[src/rtl/strap_latch_pkg.sv]
package strap_latch_pkg;
  typedef struct packed {
    logic test_sel;
    logic fs_c;
    logic fs_b;
    logic fs_a;
    logic itp_en;
    logic gfx_sel;
  } straps_t;

  localparam int STRAP_W = $bits(straps_t);
  localparam logic [2:0] FS_RESERVED = 3'b111;
  localparam logic [2:0] FS_FALLBACK = 3'b101;

  function automatic logic [2:0] map_fs(input logic [2:0] raw);
    return (raw == FS_RESERVED) ? FS_FALLBACK : raw;
  endfunction
endpackage

[src/rtl/strap_sync.sv]
module strap_sync #(
  parameter int W      = 1,
  parameter int STAGES = 2
) (
  input  logic         clk_i,
  input  logic         rst_ni,
  input  logic [W-1:0] d_i,
  output logic [W-1:0] q_o
);
  logic [W-1:0] stg [STAGES];

  for (genvar k = 0; k < STAGES; k++) begin : g_stage
    if (k == 0) begin : g_first
      always_ff @(posedge clk_i or negedge rst_ni)
        if (!rst_ni) stg[k] <= '0;
        else         stg[k] <= d_i;
    end else begin : g_next
      always_ff @(posedge clk_i or negedge rst_ni)
        if (!rst_ni) stg[k] <= '0;
        else         stg[k] <= stg[k-1];
    end
  end

  assign q_o = stg[STAGES-1];
endmodule

[src/rtl/strap_capture.sv]
module strap_capture
  import strap_latch_pkg::*;
(
  input  logic     clk_i,
  input  logic     rst_ni,
  input  logic     pg_s_i,
  input  straps_t  straps_s_i,
  output straps_t  shadow_o,
  output logic     latched_o
);
  logic pg_q;
  logic first_rise;

  assign first_rise = pg_s_i & ~pg_q & ~latched_o;

  always_ff @(posedge clk_i or negedge rst_ni) begin
    if (!rst_ni) begin
      pg_q      <= 1'b0;
      latched_o <= 1'b0;
      shadow_o  <= '0;
    end else begin
      pg_q <= pg_s_i;
      if (!latched_o) shadow_o <= straps_s_i;
      if (first_rise) latched_o <= 1'b1;
    end
  end
endmodule

[src/rtl/strap_decode.sv]
module strap_decode
  import strap_latch_pkg::*;
#(
  parameter int N_MUX_PINS = 4
) (
  input  straps_t                 shadow_i,
  input  logic                    latched_i,
  input  logic                    pg_s_i,
  output logic [2:0]              cpu_code_o,
  output logic                    cfg_err_o,
  output logic                    test_mode_o,
  output logic                    test_ref_o,
  output logic                    itp_cpu_o,
  output logic                    gfx_alt_o,
  output logic                    pd_req_o,
  output logic [N_MUX_PINS-1:0]   pin_oe_o
);
  logic [2:0] raw_fs;
  logic       drive_en;

  assign raw_fs      = {shadow_i.fs_c, shadow_i.fs_b, shadow_i.fs_a};
  assign cpu_code_o  = map_fs(raw_fs);
  assign cfg_err_o   = (raw_fs == FS_RESERVED);
  assign test_mode_o = latched_i & shadow_i.test_sel;
  assign test_ref_o  = test_mode_o & shadow_i.fs_b;
  assign itp_cpu_o   = shadow_i.itp_en;
  assign gfx_alt_o   = shadow_i.gfx_sel;
  assign pd_req_o    = latched_i & ~pg_s_i;
  assign drive_en    = latched_i & ~(test_mode_o & ~shadow_i.fs_b);

  for (genvar p = 0; p < N_MUX_PINS; p++) begin : g_pin
    assign pin_oe_o[p] = drive_en;
  end
endmodule

[src/rtl/strap_latch_ctrl.sv]
module strap_latch_ctrl
  import strap_latch_pkg::*;
#(
  parameter int N_MUX_PINS  = 4,
  parameter int SYNC_STAGES = 2
) (
  input  logic                  clk_i,
  input  logic                  rst_ni,
  input  logic                  pg_strobe_i,
  input  logic                  test_sel_i,
  input  logic                  fs_c_i,
  input  logic                  fs_b_i,
  input  logic                  fs_a_i,
  input  logic                  itp_en_i,
  input  logic                  gfx_sel_i,
  output logic                  latched_o,
  output logic [2:0]            cpu_code_o,
  output logic                  cfg_err_o,
  output logic                  test_mode_o,
  output logic                  test_ref_o,
  output logic                  itp_cpu_o,
  output logic                  gfx_alt_o,
  output logic                  pd_req_o,
  output logic [N_MUX_PINS-1:0] pin_oe_o
);
  localparam int SYNC_W = STRAP_W + 1;

  logic [SYNC_W-1:0] pad_raw;
  logic [SYNC_W-1:0] pad_s;
  straps_t           straps_s;
  straps_t           shadow;
  logic              pg_s;

  assign pad_raw = {pg_strobe_i, test_sel_i, fs_c_i, fs_b_i, fs_a_i, itp_en_i, gfx_sel_i};
  assign pg_s     = pad_s[SYNC_W-1];
  assign straps_s = straps_t'(pad_s[STRAP_W-1:0]);

  strap_sync #(.W(SYNC_W), .STAGES(SYNC_STAGES)) u_sync (
    .clk_i(clk_i), .rst_ni(rst_ni), .d_i(pad_raw), .q_o(pad_s)
  );

  strap_capture u_cap (
    .clk_i(clk_i), .rst_ni(rst_ni), .pg_s_i(pg_s), .straps_s_i(straps_s),
    .shadow_o(shadow), .latched_o(latched_o)
  );

  strap_decode #(.N_MUX_PINS(N_MUX_PINS)) u_dec (
    .shadow_i(shadow), .latched_i(latched_o), .pg_s_i(pg_s),
    .cpu_code_o(cpu_code_o), .cfg_err_o(cfg_err_o), .test_mode_o(test_mode_o),
    .test_ref_o(test_ref_o), .itp_cpu_o(itp_cpu_o), .gfx_alt_o(gfx_alt_o),
    .pd_req_o(pd_req_o), .pin_oe_o(pin_oe_o)
  );
endmodule

[config.mk]
export PLATFORM = sky130hd
export DESIGN_NAME = strap_latch_ctrl
export DESIGN_NICKNAME = d
export VERILOG_FILES = /design/src/rtl/strap_latch_pkg.sv /design/src/rtl/strap_sync.sv /design/src/rtl/strap_capture.sv /design/src/rtl/strap_decode.sv /design/src/rtl/strap_latch_ctrl.sv
export SDC_FILE = /design/constraint.sdc
export NUM_CORES = 1
export LEC_CHECK = 0
export BUFFER_PORTS_ARGS = -buffer_cell sky130_fd_sc_hd__buf_2
export CAP_MARGIN = 10
export CORE_UTILIZATION = 50
export DETAILED_ROUTE_END_ITERATION = 8
export PLACE_DENSITY = 0.78
export SLEW_MARGIN = 20
export SYNTH_ARGS = -nofsm -noshare
export SYNTH_HDL_FRONTEND = slang
export SYNTH_SLANG_ARGS = --single-unit
[constraint.sdc]
create_clock -name clk_i -period 2.2 [get_ports clk_i]
set_clock_uncertainty 0.05 [all_clocks]
set_input_delay 0.11 -clock clk_i [delete_from_list [all_inputs] [get_ports clk_i]]
set_output_delay 0.11 -clock clk_i [all_outputs]
set_load 0.01 [all_outputs]
=== After elaboration in Yosys (flattened, before gate mapping) ===
Index checks and enable logic that the tools add are counted.

* $add $sub $neg: 0
* Multipliers: 0
* Divide/modulo/power cells: 0
* Magnitude comparators: 0
* Equality and inequality tests: 1
* Shift operators: 0
* Muxes and demuxes: 1
* Bitwise gates (word level): 12
* Reductions and logical operators: 0

{| class="wikitable"
|+ Operators by type and width
! kind !! number
|-
| AND 1 bit || 7
|-
| NOT 1 bit || 5
|-
| equality test 3 bit, second input constant || 1
|-
| two-way mux 3 bit || 1
|}

* Bits in registers: 22
* Latch bits: 0
* Memory bits (writable): 0
* Memory bits (read-only): 0
* Output and inout bits: 14
* Word-level logic and storage cells: 24
* Memories kept: 0

=== Longest topological paths before layout ===
Gate-level depths: netlist (run 1).

* Word-level depth: 4
* Depth in mapped cells: 3
* Depth with buffers taken out: 2

=== Cells and area by module ===
Synthesis (run 1) repeated with hierarchy kept, for this count alone.

* Cell total of the unflattened synthesis: 53
* Area total of the unflattened synthesis: 810.8 µm²

{| class="wikitable"
|+ Modules (own cells, without submodules)
! module !! times used !! cells an instance !! area an instance (µm²) !! sequential area each (µm²)
|-
| strap_sync || 1 || 21 || 402.9 || 350.3
|-
| strap_capture || 1 || 17 || 314.1 || 200.2
|-
| strap_decode || 1 || 15 || 93.8 || 0.0
|}

=== Worst setup path after synthesis (run 1) ===
No wires, ideal clock.

* Path type: register -> output
* Start point: register u_cap.latched_o
* End point: output port pin_oe_o[0]
* Data arrival time: 1,080 ps
* Data required time: 2,040 ps
* Path slack: 960 ps
* Cell stages (with the launch flop): 4
* Path buffers: 2
* Cell sequence: dfrtp_1 -> buf_6 -> a21boi_0 -> buf_4

* Word-level cells in the longest chain between the ends: 4

{| class="wikitable"
|+ RTL lines
! what !! line !! source
|-
| from (decl) || strap_capture.sv:9 || <nowiki>output logic latched_o</nowiki>
|-
| from (signal assigned) || strap_capture.sv:19 || <nowiki>latched_o <= 1'b0;</nowiki>
|-
| from (signal assigned) || strap_capture.sv:24 || <nowiki>if (first_rise) latched_o <= 1'b1;</nowiki>
|-
| AND 1 bit || strap_decode.sv:24 || <nowiki>assign test_mode_o = latched_i & shadow_i.test_sel;</nowiki>
|-
| AND 1 bit || strap_decode.sv:29 || <nowiki>assign drive_en = latched_i & ~(test_mode_o & ~shadow_i.fs_b);</nowiki>
|-
| NOT 1 bit || strap_decode.sv:29 ||
|-
| AND 1 bit * || strap_decode.sv:29 ||
|-
| to (decl) || strap_latch_ctrl.sv:24 || <nowiki>output logic [N_MUX_PINS-1:0] pin_oe_o</nowiki>
|}

Every way passes the cells marked *; elsewhere a longest branch is shown, timed or not.

=== Final worst setup path (run 1) ===
Same ends and word-level chain as after synthesis.

==> impl_metrics.ini, run 1 <==
[outcome]
outcome = finished, final reports clean

[critical_path]
start_kind = flip-flop
cp.arrival_ns = 1.50
crit_required_ns = 2.04
cp_max_fo = 12
crit_path_end_kind = primary output
path_class = reg -> out

[drt]
avgViaCountPerCell = 4.69
first_pass_iters = 2
wl_um = 1030
avgRoutedWirePerCell_um = 12.0
drtAntennaViolNets = 0
vias = 403
route.detailed.drc = 0
drtIter0Drc = 1

[die]
die_w_um = 40.5
die_height_um = 40.5
die-area_um2 = 1640
core_region_area_um2 = 1330
io-pin-count = 23
rows = 13
start_util = 0.554

[final_layout]
multiInputGateArea_um2 = 133
syn_to_final_growth_pct = 28.8
fill_cells = 103
regArea_um2 = 551
drive_above_1_share = 0.465
num-nets-final = 81
final_cells = 86
diodes = 0

[sta]
hold_viol = 0
rsz0062_at_grt = no
fmax_mhz = 603
worst_slew_pin_slew_ns = 0.465
relSlewSlack = 0.690
timing.final.crit_share = 0.754
setup_viol = 0
fin_crit_ns = 1.66
drv_slew = 0
timing.setup.tns_ns = 0

[power_and_ir_drop]
power.density_nw_per_um2 = 974
peakVddDrop_v = 0.000548
p_leak_nw = 0.485

[clock_network]
cts_tree = yes
cts_sinks = 22
cts.path.max_buffers = 2
clk_latency_ns = 0.30
cts_root_buf = clkbuf_4
cts_buffers = 3
cts_resized = 0
hold_buffers = 8
post_cts.repair.setup_buffers = 0
cts_htree_levels = 1
clkTransAtPathRegs_ns = 0.12

[synth]
syn-num-nets = 53
mappedNetlistArea_um2 = 739
yosys_register_bits = 22
synth_top_area_cell = dfrtp_1
seq_area_frac_synth = 0.745
synthCells = 44
synth_warnings = 0
synth-edff-count = 0
yosys_most_used_dff = dfrtp_1
ys_async_sr_fraction = 1.00
yosysMostFrequentCell = dfrtp_1
ys_top_cells_by_area = dfrtp_1, mux2_4, buf_4
synth_commonest_cells = dfrtp_1, mux2_4, buf_4
synth_cell_types = 13
postSynthAreaPerCell_um2 = 16.8
synth_top_area_share = 0.745

[placement]
globalplace.congestion = 0.584
place_inst = 74
portBuffers = 22
hpwlAfterDp_um = 655

[job]
maxCapViolations = 0

[global_route]
overflow = 0
grt_max_degree = 23
grtUsageTotal = 0.149
grt_pass1_vias = 359
antenna_found_initial = 0
grt_pass1_wl_um = 1470

[min_path]
hp-class = in -> async
## path summary, 6_finish.rpt
check,startpoint,to,slack (ns),depth (start not counted)
setup / recovery,u_cap.latched_o$_DFFE_PN0P_,pin_oe_o[0],0.54,2
hold / removal,rst_ni,u_sync.q_o[1]$_DFF_PN0_,0.24,2
setup reg to reg,u_cap.latched_o$_DFFE_PN0P_,u_cap.shadow_o[0]$_DFFE_PN0N_,1.04,1
hold reg to reg,u_sync.stg[9]$_DFF_PN0_,u_sync.q_o[2]$_DFF_PN0_,0.31,0
max in group asynchronous,rst_ni,u_cap.shadow_o[2]$_DFFE_PN0N_,1.53,2
min in group clk_i,u_sync.stg[9]$_DFF_PN0_,u_sync.q_o[2]$_DFF_PN0_,0.31,0
## state kept, by name, indices dropped and copies added, names as in the netlist
name and count:
u_sync.stg 7, u_cap.pg_q 1, u_cap.latched_o 1, u_sync.q_o 7, u_cap.shadow_o 6
## critical path, cell delays in order, from the launching register on
cell      delay, ns
dfrtp_1        0.63
a21boi_0       0.36
buf_2          0.20
## power by group
group	total, mW	switching (mW)	internal [mW]	leakage, nW
clock network	0.301	0.117	0.184	0.0279
logic	0.158	0.0705	0.0875	0.204
registers	0.468	0.0246	0.444	0.253
## cell type report
| type | instances | share of cell area |
|---|---|---|
| flip-flops and latches | 22 | 0.578 |
| clock inverters | 1 | 0.0315 |
| repair buffers | 30 | 0.200 |
| inverters | 2 | 0.00788 |
| clock buffers | 3 | 0.0237 |
| well taps | 15 | 0.0197 |
| multi-input cells | 13 | 0.139 |
## cell usage in the layout, fill, tap and decap left out, drive strengths merged
cell         synthesis  layout
and3                 2       2
buf                  5      22
a21o                 1       1
a21boi               1       1
a21oi                1       1
clkbuf               2       3
mux2                 6       6
nor2b                1       1
dfrtp               22      22
bufinv               0       1
inv                  2       2
dlygate4sd3          0       8
and2                 1       1
## routing by layer
layer	vias to the layer above	wire length (um)	track usage
li1	191	-	-
met1	193	470	0.176
met2	19	504	0.238
met3	0	58	0.0500
met4	0	0	0.0750
met5	-	0	0
## stage by stage
| step | setup WS, ns | hold slack, ns | power, mW | area [um^2] | utilization |
|---|---|---|---|---|---|
| after floorplan | 0.960 | -0.236 | 0.580 | 739 | - |
| after global placement | 0.916 | 0.0245 | 0.618 | 820 | 0.614 |
| after detailed placement | 0.856 | 0.0394 | 0.625 | 820 | 0.614 |
| after CTS | 0.505 | 0.235 | 0.937 | 952 | 0.714 |
| after global routing | 0.354 | 0.270 | 0.979 | 952 | 0.714 |
| final | 0.542 | 0.244 | 0.927 | 952 | 0.714 |
## cell families after synthesis
family,Yosys count,synth area share
multiplexers,6,0.117
buffers and inverters,9,0.0762
AND/OR/NAND/NOR,4,0.0338
AO/OA/AOI/OAI,3,0.0288
flip-flops,22,0.745
(Power assumes the default switching activity.)
==> inputs of run 2 (changes only) <==
Settings changed: ABC_AREA from default to 1, CORE_UTILIZATION 50 to 47, PLACE_DENSITY 0.78 to 0.74.
Clock period 2.2 ns to 1.6 ns, I/O delays scaled along.
==> run 2 against run 1 <==
Against the previous run: register-to-register slack worse by 0.43 ns; synthesized cell count is 39% higher; global-route usage is 2.2 points lower; die area is 6.6% higher; final cell count is 19% higher; critical endpoint is now pin_oe_o[1].
==> impl_metrics.ini, run 2 <==
[drt]
drtIter0Drc = 1
first_pass_iters = 4
route.detailed.drc = 0
wl_um = 913
vias = 438
avgRoutedWirePerCell_um = 8.95
avgViaCountPerCell = 4.29
drtAntennaViolNets = 0

[clock_network]
cts_buffers = 3
clkTransAtPathRegs_ns = 0.10
hold_buffers = 8
clk_latency_ns = 0.28
cts_tree = yes
cts_root_buf = clkbuf_4
cts_resized = 0
cts_htree_levels = 1
post_cts.repair.setup_buffers = 0
cts.path.max_buffers = 2
cts_sinks = 22

[final_layout]
final_cell_mix = buf_2, dfrtp_1, nand2_1, dlygate4sd3_1, inv_1
diodes = 0
syn_to_final_growth_pct = 24.6
fill_cells = 93
drive_above_1_share = 0.345
final_cells = 102
num-nets-final = 98

[global_route]
grt_pass1_wl_um = 1620
antenna_found_initial = 0
grt_pass1_vias = 436
grt_max_degree = 23
grtUsageTotal = 0.127
overflow = 0

[critical_path]
crit_path_end_kind = primary output
crit_required_ns = 1.47
cp.arrival_ns = 1.29
r2r_start = u_cap.latched_o$_DFFE_PN0P_
path_class = reg -> out
start_kind = flip-flop
cp-startpoint = u_cap.latched_o$_DFFE_PN0P_
cp_max_fo = 9

[sta]
relSlewSlack = 0.686
setup_viol = 0
fmax_mhz = 705
rsz0062_at_grt = no
hold_viol = 0
setup_slack_ns = 0.182
fin_crit_ns = 1.42
timing.final.crit_share = 0.887
timing.setup.tns_ns = 0
worst_slew_pin_slew_ns = 0.471
drv_slew = 0

[synth]
synth_commonest_cells = dfrtp_1, nand2_1, buf_4, inv_1
synth_warnings = 0
synth-edff-count = 0
mappedNetlistArea_um2 = 743
seq_area_frac_synth = 0.741
synthCells = 61
ys_async_sr_fraction = 1.00
ys_top_cells_by_area = dfrtp_1, nand2_1, buf_4
yosys_register_bits = 22
synth_cell_types = 12
syn-num-nets = 70
synth_top_area_share = 0.741
postSynthAreaPerCell_um2 = 12.2
yosysMostFrequentCell = dfrtp_1
yosys_most_used_dff = dfrtp_1
synth_top_area_cell = dfrtp_1

[power_and_ir_drop]
intPower_uw = 794
swShare = 0.261
p_sw_uw = 281
totalPowerFinal_mw = 1.08
peakVddDrop_v = 0.000701
comb_power_share = 0.192
seqPwrFrac = 0.599
p_clk_frac = 0.209
power.density_nw_per_um2 = 1160
p_leak_nw = 0.489

[min_path]
hp-class = in -> async

[placement]
preCtsSetupSlack_ns = 0.478
place_inst = 91
globalplace.congestion = 0.679
portBuffers = 22

[die]
die_height_um = 41.8
die-area_um2 = 1740
io-pin-count = 23
start_util = 0.538
die_w_um = 41.8
rows = 13
core_region_area_um2 = 1380

[job]
maxCapViolations = 0

[outcome]
outcome = finished, final reports clean
==> run 2: cell count changes in the layout (fill, tap and decap cells not counted), moves of 2 or more <==
cell     delta
inv_1       +2
nand2_1    +21
and3_1      -2
nor2_2      +2
mux2_4      -5
==> run 2: worst paths after layout <==
| kind | to | slack (ns) | cells after the start |
|---|---|---|---|
| worst max-delay path | pin_oe_o[1] | 0.18 | 3 |
| worst min-delay path | u_sync.stg[13]$_DFF_PN0_ | 0.22 | 2 |
| worst max register to register | u_cap.shadow_o[3]$_DFFE_PN0N_ | 0.61 | 3 |
| worst min register to register | u_sync.q_o[4]$_DFF_PN0_ | 0.31 | 0 |
| max in group asynchronous | u_cap.shadow_o[2]$_DFFE_PN0N_ | 0.97 | 2 |
| min in group clk_i | u_sync.q_o[4]$_DFF_PN0_ | 0.31 | 0 |
==> run 2: power groups by stage <==
stage / Sequential (mW) / Combinational (mW) / Clock (mW)
final: 0.644 / 0.207 / 0.224
after global routing: 0.653 / 0.232 / 0.255
after CTS: 0.645 / 0.212 / 0.236
after detailed placement: 0.656 / 0.197 / 0
after global placement: 0.651 / 0.193 / 0
after floorplan: 0.656 / 0.139 / 0
==> run 2: critical path: stages (launching register included) <==
cell and delay [ns]:
dfrtp_1 0.65, nand2_4 0.09, nand2_1 0.12, buf_2 0.14
==> run 2: cells by family after synthesis <==
family / count (synthesis) / share of synthesized area
AND/OR/NAND/NOR: 26 / 0.152
buffers and inverters: 12 / 0.101
AO/OA/AOI/OAI: 1 / 0.00673
flip-flops: 22 / 0.741
==> run 2: cell type report <==
class / count / area (um^2) / share of cell area
clock buffer: 3 / 22.5 / 0.0243
timing repair buffer: 30 / 190 / 0.205
multi-input combinational: 27 / 118 / 0.127
sequential: 22 / 551 / 0.595
tap: 15 / 18.8 / 0.0203
inverter: 5 / 26.3 / 0.0284
==> run 2: metrics by stage <==
| step | cell area (um^2) | util | hold slack, ns |
|---|---|---|---|
| 2_1_floorplan | 743 | - | -0.266 |
| 3_3_place_gp | 823 | 0.595 | -0.00723 |
| 3_5_place_dp | 823 | 0.595 | 0.00745 |
| 4_1_cts | 926 | 0.670 | 0.218 |
| 5_1_grt | 926 | 0.670 | 0.227 |
| 6_report | 926 | 0.670 | 0.218 |
==> run 2: metal layers <==
layer  vias to the layer above  GRT usage  share of wire
met2                        19      0.213           0.50
met4                         0     0.0774              0
met5                         -          0              0
met1                       189      0.138           0.44
li1                        230          -              -
met3                         0     0.0391          0.054
==> inputs of run 3 (changes only) <==
Settings changed: CORE_ASPECT_RATIO from default to 0.75, CORE_UTILIZATION 47 to 31, PLACE_DENSITY 0.74 to default.
==> run 3 against run 2 <==
Against the previous run: final cell count grew 18%; register-to-register slack gained 0.02 ns; setup slack gained 0.013 ns; via count is the same; hold slack lost 0.0083 ns; count of clock-buffer cells in the layout is the same; clock power grew 80%; flip-flop and latch count is the same; power grew 17%; maximum frequency grew 0.91%; die area grew 49%; non-clock buffer count is the same; largest power group unchanged.
==> impl_metrics.ini, run 3 (synthesis gave the netlist of run 2 again) <==
[power_and_ir_drop]
seqPwrFrac = 0.511
intPower_uw = 960
p_sw_uw = 298
p_clk_frac = 0.321
swShare = 0.237
p_leak_nw = 0.503
peakVddDrop_v = 0.000528
comb_power_share = 0.168
totalPowerFinal_mw = 1.26
power.density_nw_per_um2 = 1290

[placement]
portBuffers = 22
globalplace.congestion = 0.666
preCtsSetupSlack_ns = 0.513
hpwlAfterDp_um = 671

[drt]
route.detailed.drc = 0
wl_um = 973
wl_met3_um = 71
avgViaCountPerCell = 3.65
drtIter0Drc = 6
route.top_layer_used = met3
first_pass_iters = 4
wl_met1_um = 431
vias = 438
dr_wl_met2_um = 470
avgRoutedWirePerCell_um = 8.11
drtAntennaViolNets = 0

[min_path]
hp-class = in -> async

[clock_network]
cts.path.max_buffers = 2
cts_buffers = 3
cts_root_buf = clkbuf_4
cts_htree_levels = 1
clkTransAtPathRegs_ns = 0.11
cts_resized = 0
cts_sinks = 22
cts_tree = yes
clk_latency_ns = 0.30
post_cts.repair.setup_buffers = 0
hold_buffers = 8

[final_layout]
diodes = 0
regArea_um2 = 551
num-nets-final = 98
syn_to_final_growth_pct = 31.5
drive_above_1_share = 0.352
final_cell_mix = buf_2, dfrtp_1, nand2_1, dlygate4sd3_1, inv_1
finish.utilization = 0.457
fill_cells = 212
multiInputGateArea_um2 = 118

[die]
start_util = 0.348
die-area_um2 = 2600
rows = 14
core_region_area_um2 = 2140
io-pin-count = 23
die_height_um = 44.4
die_w_um = 58.5

[sta]
drv_slew = 0
rsz0062_at_grt = no
hold_viol = 0
setup_viol = 0
setup_slack_ns = 0.194
relSlewSlack = 0.694
worst_slew_pin_slew_ns = 0.459
fin_crit_ns = 1.41
fmax_mhz = 711
timing.setup.tns_ns = 0
timing.final.crit_share = 0.878

[global_route]
overflow = 0
grt_pass1_wl_um = 1660
antenna_found_initial = 0
grtUsageTotal = 0.0912
grt_max_degree = 23
grt_pass1_vias = 414

[critical_path]
r2r_slack_ns = 0.63
crit_required_ns = 1.47
r2r_start = u_cap.latched_o$_DFFE_PN0P_
path_class = reg -> out
crit_path_end_kind = primary output
crit_chain = nand2_4 > nand2_1 > buf_2
cp.arrival_ns = 1.28
reg2reg_to = u_cap.shadow_o[2]$_DFFE_PN0N_
cp_max_fo = 9
ff2ff_path_depth = 3
crit_slowest_cell = dfrtp_1
start_kind = flip-flop
slowest_delay_ns = 0.62

[job]
maxCapViolations = 0

[outcome]
outcome = finished, final reports clean
run 3: cell types whose count changed in the layout (fill, tap and decap cells not counted), sizes merged:
cell / previous run / this run
bufinv: 0 / 1
run 3: final cells by class:
type | count | share of cell area
tap | 32 | 0.0410
inverter | 5 | 0.0269
timing repair buffer | 30 | 0.195
clock inverter | 1 | 0.0307
clock buffer | 3 | 0.0230
multi-input combinational | 27 | 0.120
sequential | 22 | 0.563
run 3: power groups by stage:
stage	Clock (mW)	Sequential, mW	Combinational (mW)
2_1_floorplan	0	0.656	0.139
5_1_grt	0.445	0.653	0.236
4_1_cts	0.419	0.644	0.215
6_report	0.404	0.643	0.211
3_3_place_gp	0	0.654	0.197
3_5_place_dp	0	0.656	0.199
run 3: critical path: cells and delay by family (launching register included):
family        cells  cell delay [ns]
buf+inv           1             0.14
simple gates      2             0.21
flops             1             0.62
run 3: per-layer routing:
metal | GRT usage | up-vias
met5 | 0 | -
met4 | 0.0429 | 0
met3 | 0.0439 | 0
met2 | 0.143 | 21
met1 | 0.107 | 189
li1 | - | 228
run 3: stage by stage:
stage | cells | hold WS, ns | cell area [um^2]
6_report | 120 | 0.210 | 977
5_1_grt | 120 | 0.215 | 977
4_1_cts | 120 | 0.192 | 977
3_5_place_dp | 108 | 0.00262 | 845
3_3_place_gp | 108 | -0.00163 | 845
2_1_floorplan | 61 | -0.266 | 743
run 3: worst max path at each step:
stage	end	depth (start not counted)	startpoint
final	pin_oe_o[2]	3	u_cap.latched_o$_DFFE_PN0P_
after global placement	pin_oe_o[3]	3	u_cap.latched_o$_DFFE_PN0P_
after global routing	pin_oe_o[2]	3	u_cap.latched_o$_DFFE_PN0P_
after detailed placement	pin_oe_o[2]	3	u_cap.latched_o$_DFFE_PN0P_
after CTS	pin_oe_o[2]	3	u_cap.latched_o$_DFFE_PN0P_
after floorplan	pin_oe_o[0]	4	u_cap.latched_o$_DFFE_PN0P_
